## config.mk

```make
export PLATFORM = sky130hd
export DESIGN_NAME = cfg_auth_loader
export DESIGN_NICKNAME = d
export VERILOG_FILES = /design/src/rtl/cfg_auth_pkg.sv /design/src/rtl/cfg_auth_keystore.sv /design/src/rtl/cfg_auth_crypt.sv /design/src/rtl/cfg_auth_store.sv /design/src/rtl/cfg_auth_loader.sv
export SDC_FILE = /design/constraint.sdc
export NUM_CORES = 2
export LEC_CHECK = 0
export CAP_MARGIN = 20
export CORE_ASPECT_RATIO = 0.75
export CORE_MARGIN = 3
export CORE_UTILIZATION = 55
export DETAILED_ROUTE_END_ITERATION = 12
export DONT_BUFFER_PORTS = 1
export HOLD_SLACK_MARGIN = 0.12
export PLACE_DENSITY_LB_ADDON = 0.2
export SYNTH_ARGS = -nofsm -noshare
export SYNTH_HDL_FRONTEND = slang
export SYNTH_SLANG_ARGS = --single-unit
```

## constraint.sdc

```tcl
create_clock -name clk -period 13.2 [get_ports clk]
set_input_delay 1.32 -clock clk [delete_from_list [all_inputs] [get_ports clk]]
set_output_delay 1.32 -clock clk [all_outputs]
set_load 0.02 [all_outputs]
```

## src/rtl/cfg_auth_pkg.sv

```systemverilog
`timescale 1ns/1ps
package cfg_auth_pkg;

    localparam int          WORD_W    = 32;
    localparam int          MAC_W     = 64;
    localparam logic [31:0] SYNC_WORD = 32'hAA99_5566;
    localparam logic [31:0] KS_TAPS   = 32'h8020_0003;
    localparam logic [63:0] MAC_ADD   = 64'h9E37_79B9_7F4A_7C15;

    typedef enum logic [3:0] {
        ST_IDLE,
        ST_SYNC,
        ST_HEADER,
        ST_LENGTH,
        ST_PAYLOAD,
        ST_MAC,
        ST_COMMIT,
        ST_RUN,
        ST_ERROR
    } ldr_state_e;

    function automatic logic [WORD_W-1:0] ks_seed(input logic [MAC_W-1:0] k);
        logic [WORD_W-1:0] s;
        s = k[63:32] ^ k[31:0];
        return (s == '0) ? 32'h1 : s;
    endfunction

    function automatic logic [WORD_W-1:0] ks_next(input logic [WORD_W-1:0] s);
        return {1'b0, s[31:1]} ^ (s[0] ? KS_TAPS : 32'h0);
    endfunction

    function automatic logic [MAC_W-1:0] mac_step(input logic [MAC_W-1:0] m,
                                                   input logic [WORD_W-1:0] w,
                                                   input logic [MAC_W-1:0] k);
        logic [MAC_W-1:0] x;
        x = m ^ {32'h0, w} ^ k;
        return {x[50:0], x[63:51]} + MAC_ADD;
    endfunction

endpackage

```

## src/rtl/cfg_auth_keystore.sv

```systemverilog
`timescale 1ns/1ps
module cfg_auth_keystore
    import cfg_auth_pkg::*;
(
    input  logic             clk,
    input  logic             rst,
    input  logic             key_we,
    input  logic [MAC_W-1:0] key_wdata,
    input  logic             force_set,
    output logic [MAC_W-1:0] key_o,
    output logic             force_o
);
    logic locked_q;

    always_ff @(posedge clk) begin
        if (rst) begin
            key_o    <= '0;
            locked_q <= 1'b0;
            force_o  <= 1'b0;
        end else begin
            if (key_we && !locked_q) begin
                key_o    <= key_wdata;
                locked_q <= 1'b1;
            end
            if (force_set) begin
                force_o <= 1'b1;
            end
        end
    end
endmodule

```

## src/rtl/cfg_auth_crypt.sv

```systemverilog
`timescale 1ns/1ps
module cfg_auth_crypt
    import cfg_auth_pkg::*;
(
    input  logic              clk,
    input  logic              rst,
    input  logic              init,
    input  logic              step,
    input  logic [WORD_W-1:0] word_in,
    input  logic [MAC_W-1:0]  key,
    output logic [WORD_W-1:0] ks,
    output logic [MAC_W-1:0]  mac
);
    always_ff @(posedge clk) begin
        if (rst) begin
            ks  <= '0;
            mac <= '0;
        end else if (init) begin
            ks  <= ks_seed(key);
            mac <= '0;
        end else if (step) begin
            ks  <= ks_next(ks);
            mac <= mac_step(mac, word_in, key);
        end
    end
endmodule

```

## src/rtl/cfg_auth_store.sv

```systemverilog
`timescale 1ns/1ps
module cfg_auth_store
    import cfg_auth_pkg::*;
#(
    parameter int DEPTH = 16,
    localparam int AW = $clog2(DEPTH)
) (
    input  logic              clk,
    input  logic              rst,
    input  logic              wr_en,
    input  logic [AW-1:0]     wr_idx,
    input  logic [WORD_W-1:0] wr_data,
    input  logic              commit,
    input  logic              wipe,
    input  logic [AW-1:0]     rd_addr,
    output logic [WORD_W-1:0] rd_data
);
    logic [WORD_W-1:0] stage_q [DEPTH];
    logic [WORD_W-1:0] cells_q [DEPTH];

    always_ff @(posedge clk) begin
        for (int i = 0; i < DEPTH; i++) begin
            if (rst || wipe) begin
                stage_q[i] <= '0;
                cells_q[i] <= '0;
            end else if (commit) begin
                cells_q[i] <= stage_q[i];
                stage_q[i] <= '0;
            end else if (wr_en && wr_idx == AW'(i)) begin
                stage_q[i] <= wr_data;
            end
        end
    end

    assign rd_data = (int'(rd_addr) < DEPTH) ? cells_q[rd_addr] : '0;
endmodule

```

## src/rtl/cfg_auth_loader.sv

```systemverilog
`timescale 1ns/1ps
module cfg_auth_loader
    import cfg_auth_pkg::*;
#(
    parameter int DEPTH = 16,
    localparam int AW = $clog2(DEPTH)
) (
    input  logic              clk,
    input  logic              rst,
    input  logic              s_valid,
    input  logic [WORD_W-1:0] s_data,
    output logic              s_ready,
    input  logic              key_we,
    input  logic [MAC_W-1:0]  key_wdata,
    input  logic              force_dec_set,
    input  logic              err_clear,
    input  logic [AW-1:0]     cfg_addr,
    output logic [WORD_W-1:0] cfg_data,
    output logic              startup,
    output logic              loaded,
    output logic              error
);
    localparam int CW = $clog2(DEPTH + 1);

    typedef struct packed {
        logic              enc;
        logic [CW-1:0]     len;
        logic [CW-1:0]     idx;
        logic              mac_ph;
        logic [WORD_W-1:0] mac_hi;
        logic              armed;
    } ctx_t;

    ldr_state_e        state_q, state_d;
    ctx_t              ctx_q, ctx_d;
    logic [MAC_W-1:0]  key_q;
    logic              force_q;
    logic [WORD_W-1:0] ks;
    logic [MAC_W-1:0]  mac_cur;
    logic              accept, crypt_init, crypt_step, wr_en, commit, wipe;
    logic [WORD_W-1:0] wr_data;

    cfg_auth_keystore u_keys (
        .clk(clk), .rst(rst), .key_we(key_we), .key_wdata(key_wdata),
        .force_set(force_dec_set), .key_o(key_q), .force_o(force_q)
    );

    cfg_auth_crypt u_crypt (
        .clk(clk), .rst(rst), .init(crypt_init), .step(crypt_step),
        .word_in(s_data), .key(key_q), .ks(ks), .mac(mac_cur)
    );

    cfg_auth_store #(.DEPTH(DEPTH)) u_store (
        .clk(clk), .rst(rst), .wr_en(wr_en), .wr_idx(ctx_q.idx[AW-1:0]),
        .wr_data(wr_data), .commit(commit), .wipe(wipe),
        .rd_addr(cfg_addr), .rd_data(cfg_data)
    );

    assign s_ready = (state_q != ST_IDLE) && (state_q != ST_COMMIT);
    assign accept  = s_valid && s_ready;
    assign wr_data = ctx_q.enc ? (s_data ^ ks) : s_data;
    assign startup = (state_q == ST_COMMIT);
    assign loaded  = (state_q == ST_RUN);
    assign error   = (state_q == ST_ERROR);
    assign wipe    = (state_d == ST_ERROR) && (state_q != ST_ERROR);

    always_comb begin
        state_d    = state_q;
        ctx_d      = ctx_q;
        crypt_init = 1'b0;
        crypt_step = 1'b0;
        wr_en      = 1'b0;
        commit     = 1'b0;
        if (state_q != ST_MAC) ctx_d.mac_ph = 1'b0;
        if (state_q != ST_ERROR)  ctx_d.armed = 1'b0;
        else if (err_clear)       ctx_d.armed = 1'b1;
        case (state_q)
            ST_IDLE: state_d = ST_SYNC;
            ST_SYNC, ST_RUN: begin
                if (accept) state_d = (s_data == SYNC_WORD) ? ST_HEADER : ST_ERROR;
            end
            ST_HEADER: begin
                if (accept) begin
                    ctx_d.enc  = s_data[0];
                    crypt_init = 1'b1;
                    state_d    = (force_q && !s_data[0]) ? ST_ERROR : ST_LENGTH;
                end
            end
            ST_LENGTH: begin
                if (accept) begin
                    ctx_d.len = CW'(s_data);
                    ctx_d.idx = '0;
                    if (s_data > 32'(DEPTH))  state_d = ST_ERROR;
                    else if (s_data == '0)    state_d = ST_MAC;
                    else                      state_d = ST_PAYLOAD;
                end
            end
            ST_PAYLOAD: begin
                if (accept) begin
                    wr_en      = 1'b1;
                    crypt_step = 1'b1;
                    ctx_d.idx  = ctx_q.idx + CW'(1);
                    if (ctx_q.idx == ctx_q.len - CW'(1)) state_d = ST_MAC;
                end
            end
            ST_MAC: begin
                if (accept) begin
                    if (!ctx_q.mac_ph) begin
                        ctx_d.mac_hi = s_data;
                        ctx_d.mac_ph = 1'b1;
                    end else begin
                        ctx_d.mac_ph = 1'b0;
                        state_d = ({ctx_q.mac_hi, s_data} == mac_cur) ? ST_COMMIT : ST_ERROR;
                    end
                end
            end
            ST_COMMIT: begin
                commit  = 1'b1;
                state_d = ST_RUN;
            end
            ST_ERROR: begin
                if (accept && ctx_q.armed && s_data == SYNC_WORD) state_d = ST_HEADER;
            end
            default: state_d = ST_ERROR;
        endcase
    end

    always_ff @(posedge clk) begin
        if (rst) begin
            state_q <= ST_IDLE;
            ctx_q   <= '0;
        end else begin
            state_q <= state_d;
            ctx_q   <= ctx_d;
        end
    end
endmodule

```

* Word level (Yosys, flattened, before mapping)
Memories as Yosys holds them, arrays and structs flattened. Cells that the tools add are included. W data, S select, Z words.
Storage, ports and cells: register bits 211, latch bits 0, memory bits (writable) 1024, ROM bits 0, input bits 106, output and inout port bits 36, logic and storage cells 292, memories kept 2
Memory list:
- u_store.cells_q | depth 16, bits a word 32, read ports 1, clocked after Yosys merged registers in 0, write ports 16, RTL line cfg_auth_store.sv:19 | logic [WORD_W-1:0] cells_q [DEPTH];
- u_store.stage_q | depth 16, bits a word 32, read ports 16, clocked after Yosys merged registers in 0, write ports 16, RTL line cfg_auth_store.sv:18 | logic [WORD_W-1:0] stage_q [DEPTH];
Cells by class: add/subtract/negate cells 3, multiply operators 0, divide/modulo/power cells 0, magnitude comparators 1, equality and inequality tests 32, shift operators 0, mux-type cells 148, bitwise logic cells 54, reduce and logical (&&, ||, !) cells 40
Operators with widths (count):
- $mux W32 | 54
- $mux W1 | 76
- $mux W33 | 2
- $add A64 B64 Y64 const B | 1
- $eq A64 B64 Y1 | 1
- $logic_not A32 Y1 | 2
- $xor A32 B32 Y32 | 2
- $xor A64 B32 Y64 | 1
- $xor A64 B64 Y64 | 1
- $mux W4 | 12
- $or A1 B1 Y1 | 48
- $eq A4 B4 Y1 const B | 10
- $eq A32 B32 Y1 const B | 1
- $eq A4 B3 Y1 const B | 8
- $gt A32 B5 Y1 const B | 1
- $pmux W4 S8 | 1
- $xor A31 B32 Y32 | 1
- $logic_and A1 B1 Y1 | 23
- $eq A4 B2 Y1 const B | 4
- $mux W5 | 2
- $pmux W5 S2 | 1
- $eq A4 B1 Y1 const B | 2
- $logic_not A4 Y1 | 2
- $ne A4 B3 Y1 const B | 2
- 13 further kinds | 20

* Longest topological paths before layout
depth after elaboration 14, depth in mapped cells 12, depth with buffers taken out 10

* Modules after synthesis
Synthesis repeated with hierarchy kept, for this count alone.
Unflattened totals: cells, all modules 4094, area, all modules 53706.5 um^2
By module, submodules not included:
- cfg_auth_store | times used 1, cells each 2608, area each 40730.3 um^2, sequential area each 30749.5 um^2
- cfg_auth_crypt | times used 1, cells each 733, area each 6471.2 um^2, sequential area each 1921.8 um^2
- cfg_auth_loader | times used 1, cells each 455, area each 3444.6 um^2, sequential area each 980.9 um^2
- cfg_auth_keystore | times used 1, cells each 298, area each 3060.4 um^2, sequential area each 1321.3 um^2

* Worst setup path before layout
OpenSTA, ideal clock, no wires.
kind input port to flip-flop, start point input s_valid, end point memory u_store.cells_q[0][0], enable pin, setup time 0.860 ns, arrival 12.629 ns, required time 12.340 ns, slack -0.289 ns, stages 9, path buffers 2, cell sequence nor3b_1 nand3_1 a21o_1 o2111a_1 o21ai_2 a211oi_4 buf_2 buf_2 inv_1
RTL lines:
- from (decl) | RTL line cfg_auth_loader.sv:10 | input logic s_valid,
- to (decl) | RTL line cfg_auth_store.sv:19

==> flow_summary.json <==
{
  "combinationalPowerShare": 0.077,
  "tightestPinTransition_ns": 1.24,
  "antenna_found_initial": 1,
  "fmax_ghz": 0.162,
  "switching_share": 0.235,
  "cts_buffer_depth": 3,
  "ys_seq_area_frac": 0.666,
  "die_h_um": 274,
  "clock_latency_ns": 0.73,
  "wl_um": 147000,
  "worstPathMaxFanout": 285,
  "track_usage": 0.295,
  "ant_nets": 0,
  "synth.distinct_cells": 72,
  "rsz0062_at_grt": "false",
  "synth_top_area_cell": "edfxtp_1",
  "drtIter0Drc": 4498,
  "fin_crit_sh": 0.468,
  "cts_setup_buffers": 0,
  "power_switching_w": 0.00198,
  "p_leak_nw": 22.6,
  "end_kind": "flip-flop",
  "drcViolationCount": 0,
  "grt_pass1_wl_um": 211000,
  "ctsResizeCount": 0,
  "start_util": 0.559,
  "place_congestion": 0.985,
  "wl_per_cell_um": 28.3,
  "p_int_w": 0.00644,
  "netlist_area_um2": 52500,
  "hold_violations": 0,
  "dieArea_um2": 99300,
  "layout.nets": 3966,
  "cp-startpoint": "u_crypt.mac[37]",
  "cp.required_ns": 13.77,
  "critPathKind": "flip-flop to flip-flop",
  "clkSinkCount": 1235,
  "cts-hold-fix-buffers": 0,
  "first_pass_iters": 6,
  "r2r-start": "u_crypt.mac[37]",
  "place_hpwl_um": 85900,
  "place_ws_ns": 6.58,
  "maxSlewViolCount": 0,
  "yosysMostFrequentCell": "edfxtp_1",
  "syn_to_final_growth_pct": 9.09,
  "grt_pass1_vias": 30155,
  "async_flop_share": 0,
  "overflow": 0,
  "yosys-top-cells-area": "edfxtp_1 (59%), dfxtp_1 (8.0%), mux4_2 (6.9%)",
  "ys_warn_count": 0,
  "synthCells": 3992,
  "ys_seq_elements": 1235,
  "synthDominantCellAreaShare": 0.585,
  "synth_edf_count": 1024,
  "clk_pin_slew_ns": 0.07,
  "clock_power_share": 0.377,
  "finalSetupViolCount": 0,
  "diodes": 0,
  "finalCriticalPeriod_ns": 6.18,
  "num_rows": 97,
  "drive_gt1_frac": 0.116,
  "worst_slack_ns": 7.02,
  "maxSlewHeadroom": 0.175,
  "status": "completed",
  "portBuffers": 0,
  "layoutNonFillerInstCount": 5185,
  "viasPerCell": 6.22,
  "ios": 142,
  "root_buffer": "clkbuf_16",
  "irDropWorstVdd_mv": 0.101,
  "cts_tree": "yes",
  "cap_violations": 0,
  "route.vias.total": 32249,
  "cp-start-kind": "flip-flop",
  "finalSetupTns_ns": 0,
  "syn_nets": 4104,
  "clock_skew_ns": 0.0479,
  "seqPwrFrac": 0.546,
  "grt_max_degree": 296,
  "hp-start": "ctx_q[43]",
  "cp.arrival_ns": 6.75,
  "synth.top_cells.by_count": "edfxtp_1 (1024), nor2_1 (642), and3_1 (519)",
  "hold_path_class": "flip-flop to flip-flop",
  "htree_num_levels": 3,
  "synth.avg_cell_area_um2": 13.2,
  "chipWidth_um": 363,
  "powerDensity_nw_per_um2": 147,
  "cts_made_buffers": 113,
  "core_area_um2": 94100,
  "place_inst": 4972,
  "synth_ff_type": "edfxtp_1"
}
[state kept, by name (all words and copies together) (netlist names)]
| signal | cells |
|---|---|
| u_keys.key_o | 64 |
| u_store.cells_q | 512 |
| u_store.stage_q | 512 |
| u_crypt.mac | 64 |
| u_crypt.ks | 32 |
| state_q | 4 |
| ctx_q | 45 |
| u_keys.force_o | 1 |
| u_keys.locked_q | 1 |
[per-stage QoR]
| stage | cell area (um^2) | utilization | hold slack (ns) | total power (W) |
|---|---|---|---|---|
| finish | 57300 | 0.609 | 0.471 | 0.00842 |
| global route | 57300 | 0.609 | 0.487 | 0.00866 |
| CTS | 57200 | 0.609 | 0.470 | 0.00845 |
| detailed placement | 53700 | 0.571 | 0.457 | 0.00532 |
| global placement | 53700 | 0.571 | 0.449 | 0.00531 |
| floorplan | 52500 | - | 0.439 | 0.00513 |
[critical path, stage by stage, from the launching register on]
cell,delay (ns)
dfxtp_1,0.35
xnor2_1,0.48
nand4_1,0.18
nor4_1,0.61
nand2_1,0.15
nor4_1,0.83
o21ai_2,0.23
a21oi_4,0.22
buf_12,0.59
buf_4,0.81
buf_4,0.96
and3_1,0.27
[cell usage in the layout (no fill, tap or decap), types with 103 or more instances in the layout]
cell	instances
edfxtp_1	1024
nor2_1	642
and3_1	518
nand2_1	313
dfxtp_1	211
mux4_2	160
a21oi_1	155
xor2_1	116
clkbuf_16	115
xnor2_1	103
[cell families (layout without fill, tap and decap cells)]
logic type / count (synthesis) / in the layout / share of synthesized area
buffers and inverters: 342 / 298 / 0.0250
AOI/OAI and AO/OA: 327 / 327 / 0.0376
muxes: 165 / 165 / 0.0695
adders and majority gates: 6 / 6 / 0.00143
xor gates and xnor gates: 257 / 257 / 0.0497
and+or+nand+nor: 1660 / 1660 / 0.151
DFF: 1235 / 1235 / 0.666
[routing by layer]
layer	track usage	part of all wire
met5	0	0
met4	0.0759	0.026
met3	0.0757	0.12
met2	0.439	0.44
met1	0.436	0.42
[final cells by class]
class	count	area [um^2]
Multi-Input combinational cell	2415	16600
Fill cell	7160	36700
Sequential cell	1235	35000
Inverter	13	52.6
Clock buffer	150	3030
Clock inverter	59	487
Tap cell	1237	1550
Timing Repair Buffer	76	663
[power by group through the flow]
stage,combinational (W),clock (W),sequential (W)
global placement,0.000638,0,0.00467
finish,0.000649,0.00318,0.00460
floorplan,0.000441,0,0.00469
detailed placement,0.000640,0,0.00468
global route,0.000682,0.00336,0.00462
CTS,0.000642,0.00322,0.00460
[path summary, 6_finish.rpt]
kind | slack [ns] | depth (start not counted) | to
max | 7.02 | 11 | u_store.cells_q[9][12]
min | 0.47 | 2 | ctx_q[43]
max reg2reg | 7.02 | 11 | u_store.cells_q[9][12]
min reg2reg | 0.47 | 2 | ctx_q[43]
Power figures use the tool's default switching activity.
